--- src/rtl/dispatch_pkg.sv ---
package dispatch_pkg;
  typedef enum logic [1:0] {
    ST_RUN  = 2'd0,
    ST_PARK = 2'd1,
    ST_WAKE = 2'd2
  } park_st_t;
endpackage

--- src/rtl/crit_table.sv ---
module crit_table #(
  parameter int OPC_W = 4
) (
  input  logic             clk,
  input  logic             rst_n,
  input  logic             we,
  input  logic [OPC_W-1:0] waddr,
  input  logic             wcrit,
  input  logic [OPC_W-1:0] raddr,
  output logic             rcrit
);
  localparam int DEPTH = 1 << OPC_W;

  logic [DEPTH-1:0] cls_q, cls_d;

  always_comb begin
    cls_d = cls_q;
    if (we) cls_d[waddr] = wcrit;
  end

  always_ff @(posedge clk or negedge rst_n) begin
    if (!rst_n) cls_q <= '0;
    else        cls_q <= cls_d;
  end

  assign rcrit = cls_q[raddr];

  // a write is visible on the read side one cycle later
  p_tbl_write_r1: assert property (@(posedge clk) disable iff (!rst_n)
    (we && raddr == waddr) |=> (($past(raddr) != raddr) || (rcrit == $past(wcrit))));
endmodule

--- src/rtl/rr_pick.sv ---
module rr_pick #(
  parameter int N     = 3,
  parameter int IDX_W = 2
) (
  input  logic             clk,
  input  logic             rst_n,
  input  logic [N-1:0]     busy,
  input  logic             adv,
  output logic             any_free,
  output logic [IDX_W-1:0] pick
);
  logic [IDX_W-1:0] ptr_q, ptr_d;

  always_comb begin
    any_free = 1'b0;
    pick     = '0;
    for (int k = 0; k < N; k++) begin
      int c;
      c = int'(ptr_q) + k;
      if (c >= N) c = c - N;
      if (!any_free && !busy[c]) begin
        any_free = 1'b1;
        pick     = IDX_W'(c);
      end
    end
  end

  always_comb begin
    ptr_d = ptr_q;
    if (adv) ptr_d = (int'(pick) == N - 1) ? '0 : pick + 1'b1;
  end

  always_ff @(posedge clk or negedge rst_n) begin
    if (!rst_n) ptr_q <= '0;
    else        ptr_q <= ptr_d;
  end

  // an advancing grant never lands on a busy unit
  p_skip_busy_r3: assert property (@(posedge clk) disable iff (!rst_n)
    adv |-> !busy[pick]);
  // after a grant the search origin moves away from the granted unit
  p_rotate_r3: assert property (@(posedge clk) disable iff (!rst_n)
    adv |=> ptr_q != $past(pick));
endmodule

--- src/rtl/idle_ctl.sv ---
module idle_ctl import dispatch_pkg::*; #(
  parameter int IDLE_W = 8,
  parameter int WAKE_W = 4
) (
  input  logic              clk,
  input  logic              rst_n,
  input  logic              crit_req,
  input  logic              crit_fire,
  input  logic              busy0,
  input  logic              mode_vec,
  input  logic [IDLE_W-1:0] idle_limit,
  input  logic [WAKE_W-1:0] wake_lat,
  output logic              crit_ok,
  output logic              pg_req,
  output logic              vec_on
);
  park_st_t          st_q, st_d;
  logic [IDLE_W-1:0] cnt_q, cnt_d;
  logic [WAKE_W-1:0] wk_q, wk_d;
  logic              gate_q, gate_d;

  always_comb begin
    st_d   = st_q;
    cnt_d  = cnt_q;
    wk_d   = wk_q;
    gate_d = gate_q;
    case (st_q)
      ST_RUN: begin
        if (crit_fire || idle_limit == '0) begin
          cnt_d = '0;
        end else if (({1'b0, cnt_q} + 1'b1) >= {1'b0, idle_limit}) begin
          st_d   = ST_PARK;
          cnt_d  = '0;
          gate_d = !mode_vec;
        end else begin
          cnt_d = cnt_q + 1'b1;
        end
      end
      ST_PARK: begin
        if (crit_req && gate_q) begin
          st_d = ST_WAKE;
          wk_d = wake_lat;
        end else if (crit_fire) begin
          st_d  = ST_RUN;
          cnt_d = '0;
        end
      end
      ST_WAKE: begin
        if (wk_q <= WAKE_W'(1)) begin
          st_d  = ST_RUN;
          cnt_d = '0;
        end else begin
          wk_d = wk_q - 1'b1;
        end
      end
      default: st_d = ST_RUN;
    endcase
  end

  always_ff @(posedge clk or negedge rst_n) begin
    if (!rst_n) begin
      st_q   <= ST_RUN;
      cnt_q  <= '0;
      wk_q   <= '0;
      gate_q <= 1'b0;
    end else begin
      st_q   <= st_d;
      cnt_q  <= cnt_d;
      wk_q   <= wk_d;
      gate_q <= gate_d;
    end
  end

  assign crit_ok = !busy0 && ((st_q == ST_RUN) || (st_q == ST_PARK && !gate_q));
  assign pg_req  = (st_q == ST_PARK) && gate_q;
  assign vec_on  = (st_q == ST_PARK) && !gate_q;

  // no critical acceptance while waking
  p_wake_stall_r6: assert property (@(posedge clk) disable iff (!rst_n)
    (st_q == ST_WAKE) |-> !crit_fire);
  // parking begins only after a cycle with no critical dispatch
  p_park_entry_r5: assert property (@(posedge clk) disable iff (!rst_n)
    (st_q == ST_PARK && $past(st_q) == ST_RUN) |-> !$past(crit_fire));
  // vector park releases at once on a critical request
  p_vec_nowake_r7: assert property (@(posedge clk) disable iff (!rst_n)
    (st_q == ST_PARK && !gate_q && crit_req && !busy0) |=> st_q == ST_RUN);
  // parking mode frozen while parked
  p_mode_hold_r8: assert property (@(posedge clk) disable iff (!rst_n)
    (st_q == ST_PARK && $past(st_q) == ST_PARK) |-> $stable(gate_q));
  // the two idle controls are exclusive
  p_excl_r9: assert property (@(posedge clk) disable iff (!rst_n)
    !(pg_req && vec_on));
endmodule

--- src/rtl/crit_dispatch.sv ---
module crit_dispatch import dispatch_pkg::*; #(
  parameter int OPC_W  = 4,
  parameter int DATA_W = 16,
  parameter int NUM_NC = 3,
  parameter int IDLE_W = 8,
  parameter int WAKE_W = 4
) (
  input  logic                         clk,
  input  logic                         rst_n,
  input  logic                         cfg_we,
  input  logic [OPC_W-1:0]             cfg_opc,
  input  logic                         cfg_crit,
  input  logic [IDLE_W-1:0]            idle_limit,
  input  logic [WAKE_W-1:0]            wake_lat,
  input  logic                         park_vec_mode,
  input  logic [DATA_W-1:0]            park_opa,
  input  logic [DATA_W-1:0]            park_opb,
  input  logic                         iss_valid,
  output logic                         iss_ready,
  input  logic [OPC_W-1:0]             iss_opc,
  input  logic [DATA_W-1:0]            iss_opa,
  input  logic [DATA_W-1:0]            iss_opb,
  input  logic [NUM_NC:0]              unit_busy,
  output logic [NUM_NC:0]              du_valid,
  output logic [(NUM_NC+1)*OPC_W-1:0]  du_opc,
  output logic [(NUM_NC+1)*DATA_W-1:0] du_opa,
  output logic [(NUM_NC+1)*DATA_W-1:0] du_opb,
  output logic                         crit_pg_req,
  output logic                         crit_vec_on
);
  localparam int NU    = NUM_NC + 1;
  localparam int IDX_W = (NUM_NC > 1) ? $clog2(NUM_NC) : 1;

  logic             op_crit, crit_ok, nc_free;
  logic             fire, crit_fire, nc_fire;
  logic [IDX_W-1:0] nc_pick;

  crit_table #(.OPC_W(OPC_W)) u_tbl (
    .clk   (clk),
    .rst_n (rst_n),
    .we    (cfg_we),
    .waddr (cfg_opc),
    .wcrit (cfg_crit),
    .raddr (iss_opc),
    .rcrit (op_crit)
  );

  rr_pick #(.N(NUM_NC), .IDX_W(IDX_W)) u_rr (
    .clk      (clk),
    .rst_n    (rst_n),
    .busy     (unit_busy[NU-1:1]),
    .adv      (nc_fire),
    .any_free (nc_free),
    .pick     (nc_pick)
  );

  idle_ctl #(.IDLE_W(IDLE_W), .WAKE_W(WAKE_W)) u_idle (
    .clk        (clk),
    .rst_n      (rst_n),
    .crit_req   (iss_valid && op_crit),
    .crit_fire  (crit_fire),
    .busy0      (unit_busy[0]),
    .mode_vec   (park_vec_mode),
    .idle_limit (idle_limit),
    .wake_lat   (wake_lat),
    .crit_ok    (crit_ok),
    .pg_req     (crit_pg_req),
    .vec_on     (crit_vec_on)
  );

  assign iss_ready = op_crit ? crit_ok : nc_free;
  assign fire      = iss_valid && iss_ready;
  assign crit_fire = fire && op_crit;
  assign nc_fire   = fire && !op_crit;

  for (genvar u = 0; u < NU; u++) begin : g_unit
    logic              take;
    logic              v_q;
    logic [OPC_W-1:0]  op_q;
    logic [DATA_W-1:0] a_q, b_q;

    if (u == 0) begin : g_crit
      assign take = crit_fire;
    end else begin : g_nc
      assign take = nc_fire && (nc_pick == IDX_W'(u - 1));
    end

    always_ff @(posedge clk or negedge rst_n) begin
      if (!rst_n) begin
        v_q  <= 1'b0;
        op_q <= '0;
        a_q  <= '0;
        b_q  <= '0;
      end else begin
        v_q <= take;
        if (take) begin
          op_q <= iss_opc;
          a_q  <= iss_opa;
          b_q  <= iss_opb;
        end
      end
    end

    assign du_valid[u]                 = v_q;
    assign du_opc[u*OPC_W +: OPC_W]    = op_q;
    if (u == 0) begin : g_vec
      assign du_opa[u*DATA_W +: DATA_W] = crit_vec_on ? park_opa : a_q;
      assign du_opb[u*DATA_W +: DATA_W] = crit_vec_on ? park_opb : b_q;
    end else begin : g_plain
      assign du_opa[u*DATA_W +: DATA_W] = a_q;
      assign du_opb[u*DATA_W +: DATA_W] = b_q;
    end
  end

  // at most one unit pulses per cycle
  p_one_pulse_r4: assert property (@(posedge clk) disable iff (!rst_n)
    $onehot0(du_valid));
  // every handshake yields exactly one pulse next cycle
  p_exactly_once_r4: assert property (@(posedge clk) disable iff (!rst_n)
    fire |=> $countones(du_valid) == 1);
  // critical work lands on unit 0
  p_crit_u0_r2: assert property (@(posedge clk) disable iff (!rst_n)
    crit_fire |=> du_valid[0]);
  // non-critical work never lands on unit 0
  p_nc_not_u0_r3: assert property (@(posedge clk) disable iff (!rst_n)
    nc_fire |=> !du_valid[0]);
endmodule

--- config.mk ---
export PLATFORM = sky130hd
export DESIGN_NAME = crit_dispatch
export DESIGN_NICKNAME = d
export VERILOG_FILES = /design/src/rtl/dispatch_pkg.sv /design/src/rtl/crit_table.sv /design/src/rtl/rr_pick.sv /design/src/rtl/idle_ctl.sv /design/src/rtl/crit_dispatch.sv
export SDC_FILE = /design/constraint.sdc
export NUM_CORES = 1
export LEC_CHECK = 0
export ABC_CLOCK_PERIOD_IN_PS = 8200
export CAP_MARGIN = 5
export CORE_ASPECT_RATIO = 1.4
export CORE_MARGIN = 1.5
export CORE_UTILIZATION = 52
export DETAILED_ROUTE_END_ITERATION = 16
export PLACE_DENSITY = 0.95
export SETUP_SLACK_MARGIN = 0.3
export SYNTH_ARGS = -nofsm -noshare
export SYNTH_HDL_FRONTEND = slang
export SYNTH_SLANG_ARGS = --single-unit
--- constraint.sdc ---
create_clock -name clk -period 8.2 [get_ports clk]
set_clock_uncertainty 0.2 [all_clocks]
set_input_delay 1.23 -clock clk [delete_from_list [all_inputs] [get_ports clk]]
set_output_delay 1.23 -clock clk [all_outputs]
set_load 0.01 [all_outputs]
==> metrics.txt, run 1 <==
HP Class=flip-flop to flip-flop; Die Ht=155 µm; site row count=55; via density per instance=5.50; CP startpoint=iss_opc[2]; Avg Inst Size Synth=12.7 µm²; initial DRC count=300; # diodes=0; Root Buffer=clkbuf_16; most frequent CP cell=clkdlybuf4s50_1; ratio of cells with drive above 1 in the final layout=22.4%; Synth-to-Final Area Change=35.5%; die area=17200 µm²; final layout net count=1022; final instance area=11600 µm²; Worst path top cell family by delay=buffers and inverters; Fmax=191 MHz; ys async rst share=100%; number of global-route vias before repair=6584; Pins Over Slew Limit=0; Hold Vio Cnt, Final=0; IO Port Bufs=244; die width=111 µm; Synth Warn #=0; crit path max fanout=8; final setup vio count=0; initial antenna violation count=0; Post-Synthesis Cells=676; R2R depth=10; post-route DRC violation count=0; Clock Path Buffers=2; crit path kind=input port to output port; Synth Cell Area=8560 µm²; Critical Path Stages=7; minimum clock period=5.24 ns; chain of cells forming the critical path=clkdlybuf4s50_1, mux4_2, mux2_4, mux2i_4, nand2_1, o31ai_1, clkdlybuf4s50_1; P_leak=5.31 nW; Reg-to-Reg End=u_idle.cnt_q[0]$_DFFE_PN0P_; post-DP HPWL=16000 µm; latest clock arrival within the worst-skew pair=0.43 ns; post-DR wirelength/cell=20.3 µm; worst relative slew slack=30.3%; Arr. time, crit path=3.81 ns; Worst setup EP type=output port; Final Total Pwr=4.60 mW; flops & latches, synth=181; CP bufs+invs=2; global route overflow=0; Max Cap Viol=0; GRT Total Usage=27.1%; H-tree Lvls=4; drt total wl=22900 µm; post-route clock period utilization=63.9%; status=completed; DRT Pass-1 Iters=5; DP Worst Slack=3.02 ns; unrepaired setup endpoints after global routing=no; top_reg_cell synth=dfrtp_1; first-pass GRT wire length=35800 µm; Critical Path Sink=iss_ready; Synth cell types=50; worst path required time=6.77 ns; sequential cell area fraction in the yosys report=52.9%; final setup TNS=0 ns; number of hold buffers added after cts=0; IO Count=245; post-CTS sizing=0; Worst-Margin Slew=1.04 ns; RD Place Congestion=0.860; crit-path max cell delay=0.71 ns; number of CTS-inserted buffers=17; Post-Synthesis Net Count=787; Final WS setup=2.96 ns; CTS tree=done; nature of the critical path startpoint=input port; effective utilization at floorplan=53.1%; Crit Reg-Reg Startpoint=u_idle.cnt_q[2]$_DFFE_PN0P_; peak supply drop=248 µV; Placed Area=11100 µm²; core area=16100 µm²; setup repair bufs after CTS=0; CTS clk-pin slew, worst paths=0.06 ns; pin count of the biggest net entering global routing=69; Worst R2R Setup Slack=4.85 ns; DRT antenna net count=0; Num Clock Sinks=181; Post-synth EDFFs=0; Via Count=6181; power per cell area=396 nW/µm²; slowest cell on the critical path=clkdlybuf4s50_1
where the power goes:
group	switching [mW]	leakage, nW	total [mW]	internal [mW]
clock	0.345	0.253	0.744	0.399
combinational	0.928	2.88	2.27	1.34
sequential	0.262	2.18	1.58	1.32
registers in the layout, summed over array words and instances (netlist names):
signal / cells
g_unit.a_q: 64
g_unit.b_q: 64
g_unit.op_q: 16
g_unit.v_q: 4
u_idle.cnt_q: 8
u_idle.gate_q: 1
u_idle.st_q: 2
u_idle.wk_q: 4
u_rr.ptr_q: 2
u_tbl.cls_q: 16
kinds of logic (layout without fill, tap and decap cells):
| logic type | Yosys count | after routing | synth area share [%] |
|---|---|---|---|
| mux | 169 | 169 | 25.8 |
| xor+xnor | 6 | 6 | 0.614 |
| buf+inv | 59 | 307 | 3.85 |
| flops | 181 | 181 | 52.9 |
| fa+ha+maj | 17 | 17 | 2.49 |
| simple gates | 185 | 185 | 9.72 |
| compound gates | 59 | 59 | 4.61 |
metrics by stage:
step	utilization, %	hold WS [ns]	instances
floorplan	-	0.274	676
global placement	68.7	0.286	1091
detailed placement	68.7	0.291	1091
CTS	72.0	0.309	1123
global route	72.0	0.320	1123
finish	72.0	0.307	1123
worst register-to-register path, cell delays in order, from the launching register on:
cell      delay (ns)
dfrtp_1         0.44
and3_1          0.20
and3_1          0.24
nand3_1         0.11
xnor2_1         0.23
ha_1            0.30
a21boi_0        0.13
a311oi_1        0.58
nand3_1         0.31
nor2_1          0.33
mux2_2          0.21
cell usage in the layout, fill, tap and decap left out, drive strengths merged, types with 3 or more instances in the layout:
| cell | instances |
|---|---|
| a21oi | 9 |
| inv | 27 |
| mux4 | 4 |
| o22ai | 3 |
| clkinv | 5 |
| nor2b | 4 |
| buf | 7 |
| nand2b | 9 |
| mux2 | 162 |
| a211oi | 5 |
| a22o | 3 |
| a21boi | 3 |
| clkbuf | 22 |
| nand4 | 6 |
| and3 | 4 |
| nand2 | 116 |
| nand3 | 9 |
| o21ai | 18 |
| nor2 | 19 |
| xor2 | 3 |
| mux2i | 3 |
| dfrtp | 181 |
| or4 | 3 |
| nor3 | 5 |
| o21bai | 4 |
| xnor2 | 3 |
| clkinvlp | 3 |
| clkdlybuf4s50 | 243 |
| ha | 17 |
| o31ai | 3 |
| nand3b | 6 |
final cells by class:
cell class                      instances  area, µm²
Clock inverter                         10       75.1
Inverter                               25       93.8
Sequential cell                       181       4530
Timing Repair Buffer                  250       2490
Multi-Input combinational cell        436       3700
Fill cell                            1059       4510
Tap cell                              199        249
Clock buffer                           22        454
per-layer routing:
layer / global-route usage, % / share of wire (%) / up-vias
li1: - / - / 2795
met4: 13.1 / 4.4 / 0
met2: 48.2 / 53 / 237
met3: 6.54 / 5.4 / 71
met1: 30.4 / 38 / 3078
met5: 0 / 0 / -
worst min-delay path by stage:
| stage | depth (start not counted) | end | startpoint |
|---|---|---|---|
| 2_1_floorplan | 1 | u_tbl.cls_q[8]$_DFFE_PN0P_ | u_tbl.cls_q[8]$_DFFE_PN0P_ |
| 3_3_place_gp | 1 | g_unit[2].b_q[7]$_DFFE_PN0P_ | g_unit[2].b_q[7]$_DFFE_PN0P_ |
| 3_5_place_dp | 1 | g_unit[1].op_q[1]$_DFFE_PN0P_ | g_unit[1].op_q[1]$_DFFE_PN0P_ |
| 4_1_cts | 1 | g_unit[1].b_q[7]$_DFFE_PN0P_ | g_unit[1].b_q[7]$_DFFE_PN0P_ |
| 5_1_grt | 1 | g_unit[1].b_q[7]$_DFFE_PN0P_ | g_unit[1].b_q[7]$_DFFE_PN0P_ |
| 6_report | 1 | g_unit[3].a_q[14]$_DFFE_PN0P_ | g_unit[3].a_q[14]$_DFFE_PN0P_ |
synth_stat cells (6+ instances only):
cell type  count  area share (%)
mux2_2        95              13
o21ai_0       18             1.1
nand2b_1       9            0.66
a21oi_1        9            0.53
clkbuf_1      13            0.57
nand4_1        6            0.44
nand2_1      116             5.1
nor2_1        19            0.83
nand3_1        8            0.47
inv_1         24             1.1
buf_6         11             1.4
ha_1          17             2.5
dfrtp_1      181              53
mux2_4        67              12
Power figures use the tool's default switching activity.
==> run 2: changes to the inputs <==
ABC_CLOCK_PERIOD_IN_PS = 5370   (was 8200)
CORE_UTILIZATION = 48   (was 52)
PLACE_DENSITY = 0.92   (was 0.95)
clock period = 5.37 ns   (was 8.2 ns; I/O delays follow)
==> metrics.txt, run 2 (same netlist as run 1, synthesis figures left out) <==
status=completed; worst path required time=4.36 ns; post-CTS sizing=0; Worst-Margin Slew=1.04 ns; initial antenna violation count=0; Largest regs=g_unit.a_q x64, g_unit.b_q x64; DRT antenna net count=0; number of hold buffers added after cts=0; slowest cell on the critical path=clkdlybuf4s50_1; # diodes=0; post-route clock period utilization=81.2%; Num Clock Sinks=181; Fmax=229 MHz; post-DR wirelength/cell=19.8 µm; Root Buffer=clkbuf_16; DRT Pass-1 Iters=5; core area=17400 µm²; final setup vio count=0; CTS tree=done; number of global-route vias before repair=6916; HP Class=input port to async pin; peak supply drop=373 µV; RD Place Congestion=0.846; final layout net count=1023; Via Count=6259; ratio of cells with drive above 1 in the final layout=23.0%; crit-path max cell delay=0.71 ns; crit path max fanout=8; most frequent CP cell=clkdlybuf4s50_1; pin count of the biggest net entering global routing=87; minimum clock period=4.36 ns; commonest non-fill, non-tap cell in the layout=clkdlybuf4s50_1; final setup TNS=0 ns; Final WS setup=1.01 ns; Pins Over Slew Limit=0; chain of cells forming the critical path=clkdlybuf4s50_1, mux4_2, mux2_4, mux2i_4, nand2_1, o31ai_1, clkdlybuf4s50_1; DP Worst Slack=1.02 ns; via density per instance=5.39; nature of the critical path startpoint=input port; IO Port Bufs=244; site row count=57; Max Cap Viol=0; latest clock arrival within the worst-skew pair=0.43 ns; Worst setup EP type=output port; Final Total Pwr=7.27 mW; Fillers=1254; crit path kind=input port to output port; Clock Path Buffers=2; setup repair bufs after CTS=0; Hold Vio Cnt, Final=0; Synth-to-Final Area Change=37.7%; number of CTS-inserted buffers=17; R2R depth=8; P_leak=5.40 nW; die area=18700 µm²; die width=116 µm; Die Ht=161 µm; most frequent cells in the layout=243 x clkdlybuf4s50_1, 181 x dfrtp_1, 115 x nand2_1, 95 x mux2_2, 67 x mux2_4; global route overflow=0; first-pass GRT wire length=37000 µm; initial DRC count=366; GRT Total Usage=26.0%; worst relative slew slack=30.6%; CTS clk-pin slew, worst paths=0.07 ns; IO Count=245; Arr. time, crit path=3.36 ns; effective utilization at floorplan=49.2%; unrepaired setup endpoints after global routing=no; post-DP HPWL=16300 µm; drt total wl=23000 µm; post-route DRC violation count=0; power per cell area=617 nW/µm²; H-tree Lvls=4
[run 2: cell types whose count changed in the layout (fill, tap and decap cells not counted)]
cell,previous run,this run
buf_12,0,1
bufinv_16,0,4
clkbuf_1,4,0
clkbuf_8,1,0
clkinv_2,3,0
clkinv_8,0,1
clkinvlp_4,3,0
inv_6,2,6
inv_8,1,3
nand2b_1,9,8
nand2b_2,0,1
[run 2: layout make-up]
cell class	instances	area (µm²)	share of cell area [%]
well taps	236	295	2.50
clock inverters	15	231	1.96
multi-input cells	436	3700	31.4
repair buffers	251	2510	21.3
clock buffers	17	425	3.61
flip-flops and latches	181	4530	38.4
inverters	25	93.8	0.796
[run 2: power by group]
| group | total, mW | internal (mW) | switching (mW) |
|---|---|---|---|
| Sequential | 2.39 | 2.01 | 0.386 |
| Combinational | 3.49 | 2.06 | 1.42 |
| Clock | 1.39 | 0.804 | 0.590 |
| Total | 7.27 | 4.88 | 2.40 |
[run 2: path summary, 6_finish.rpt]
path | slack, ns | start | end
max reg2reg | 1.66 | u_idle.st_q[1]$_DFFE_PN0P_ | g_unit[0].op_q[0]$_DFFE_PN0P_
min in group clk | 0.31 | g_unit[2].b_q[2]$_DFFE_PN0P_ | g_unit[2].b_q[2]$_DFFE_PN0P_
min reg2reg | 0.31 | g_unit[2].b_q[2]$_DFFE_PN0P_ | g_unit[2].b_q[2]$_DFFE_PN0P_
max | 1.01 | iss_opc[2] | iss_ready
max in group asynchronous | 3.52 | rst_n | u_tbl.cls_q[3]$_DFFE_PN0P_
min | 0.24 | rst_n | g_unit[2].a_q[3]$_DFFE_PN0P_
[run 2: routing by layer]
metal / vias up / track usage, % / share of wire, %
met3: 46 / 6.72 / 5.2
met1: 3166 / 30.0 / 38
met5: - / 0 / 0
li1: 2816 / - / -
met2: 231 / 45.8 / 53
met4: 0 / 9.70 / 3.3
[run 2: critical path: cells and delay by family]
kind | cells | cell delay, ns
multiplexers | 3 | 1.08
buffers and inverters | 2 | 1.31
AO/OA/AOI/OAI | 1 | 0.09
AND/OR/NAND/NOR | 1 | 0.07
[run 2: metrics by stage]
stage	hold WS [ns]	std cells	utilization (%)	area (µm²)
6_report	0.241	1161	67.7	11800
5_1_grt	0.286	1161	67.7	11800
3_3_place_gp	0.285	1129	64.0	11100
4_1_cts	0.256	1161	67.7	11800
3_5_place_dp	0.293	1129	64.0	11100
2_1_floorplan	0.274	676	-	8560
==> run 3: changes to the inputs <==
ABC_CLOCK_PERIOD_IN_PS = 4510   (was 5370)
clock period = 4.51 ns   (was 5.37 ns; I/O delays follow)
==> metrics.txt, run 3 (same netlist as run 1, synthesis figures left out) <==
number of CTS-inserted buffers=17; Fmax=240 MHz; first-pass GRT wire length=35700 µm; number of hold buffers added after cts=0; # diodes=0; Crit Reg-Reg Startpoint=u_idle.st_q[1]$_DFFE_PN0P_; Hold Vio Cnt, Final=0; Reg-to-Reg End=g_unit[0].a_q[3]$_DFFE_PN0P_; post-route clock period utilization=92.4%; crit-path max cell delay=0.71 ns; pin count of the biggest net entering global routing=101; global route overflow=0; Root Buffer=clkbuf_16; Worst-Margin Slew=0.913 ns; worst path required time=3.63 ns; effective utilization at floorplan=49.2%; Critical Path Stages=7; H-tree Lvls=4; final setup vio count=0; R2R depth=9; via density per instance=5.37; most frequent cells in the layout=243 x clkdlybuf4s50_1, 181 x dfrtp_1, 115 x nand2_1, 95 x mux2_2, 67 x mux2_4; Final WS setup=0.342 ns; slowest cell on the critical path=clkdlybuf4s50_1; initial antenna violation count=0; post-route DRC violation count=0; Reg area=4530 µm²; CTS tree=done; worst relative slew slack=39.1%; IO Port Bufs=244; Arr. time, crit path=3.29 ns; final setup TNS=0 ns; GRT Total Usage=25.3%; Synth-to-Final Area Change=37.4%; Pins Over Slew Limit=0; DRT Pass-1 Iters=4; latest clock arrival within the worst-skew pair=0.43 ns; DRT antenna net count=0; final layout net count=1028; HP Class=input port to async pin; die area=18700 µm²; ratio of cells with drive above 1 in the final layout=23.4%; Worst setup EP type=output port; CP startpoint=iss_opc[2]; power per cell area=724 nW/µm²; Die Ht=161 µm; IO Count=245; Largest regs=g_unit.a_q x64, g_unit.b_q x64; drt total wl=23200 µm; chain of cells forming the critical path=clkdlybuf4s50_1, mux4_2, mux2_4, mux2i_4, nand2_1, o31ai_1, clkdlybuf4s50_1; nature of the critical path startpoint=input port; Clock Path Buffers=2; number of global-route vias before repair=6656; peak supply drop=409 µV; most frequent CP cell=clkdlybuf4s50_1; Max Cap Viol=0; Num Clock Sinks=181; DP Worst Slack=0.429 ns; crit path max fanout=8; initial DRC count=321; crit path kind=input port to output port; RD Place Congestion=0.855; commonest non-fill, non-tap cell in the layout=clkdlybuf4s50_1; CP bufs+invs=2; die width=116 µm; CTS clk-pin slew, worst paths=0.07 ns; post-DR wirelength/cell=19.9 µm; post-DP HPWL=16300 µm; status=completed; core area=17400 µm²; minimum clock period=4.17 ns; Fillers=1280; setup repair bufs after CTS=0; unrepaired setup endpoints after global routing=no; Worst path top cell family by delay=buffers and inverters; Via Count=6261; P_leak=5.39 nW; Worst R2R Setup Slack=0.86 ns; multi-input logic area=3700 µm²; site row count=57
[run 3: area by class of cell]
cell class	count	share of cell area, %
Tap cell	236	2.51
Multi-Input combinational cell	436	31.5
Sequential cell	181	38.5
Timing Repair Buffer	256	21.7
Clock inverter	14	1.34
Inverter	25	0.809
Clock buffer	18	3.65
[run 3: layer usage]
metal / vias up / part of all wire (%) / GRT usage [%]
li1: 2822 / - / -
met2: 228 / 53 / 44.5
met3: 69 / 4.1 / 4.77
met5: - / 0 / 0
met4: 0 / 4.5 / 12.4
met1: 3142 / 39 / 29.2
[run 3: power breakdown]
group	switching (mW)	leakage (nW)	total [mW]	internal, mW
clock	0.689	0.287	1.48	0.792
combinational	1.71	2.92	4.17	2.46
sequential	0.468	2.18	2.86	2.39
[run 3: repair_timing]
action                                  in CTS  in global routing
endpoints found under the hold margin        0                  0
gates resized for setup                      1                  0
endpoints found under the setup margin       5                  0
[run 3: metrics by stage]
stage	power [mW]	cells	area [µm²]	utilization, %	hold slack, ns
2_1_floorplan	4.99	676	8560	-	0.181
5_1_grt	8.92	1166	11800	67.6	0.220
4_1_cts	8.55	1166	11800	67.6	0.183
3_3_place_gp	6.86	1134	11200	64.2	0.287
3_5_place_dp	7.02	1134	11200	64.2	0.292
6_report	8.51	1166	11800	67.6	0.144
[run 3: worst max-delay path by stage]
stage	to	slack, ns
after global placement	iss_ready	0.45
final	iss_ready	0.34
after CTS	iss_ready	0.35
after global routing	iss_ready	0.30
after floorplan	g_unit[3].a_q[15]$_DFFE_PN0P_	1.53
after detailed placement	iss_ready	0.43
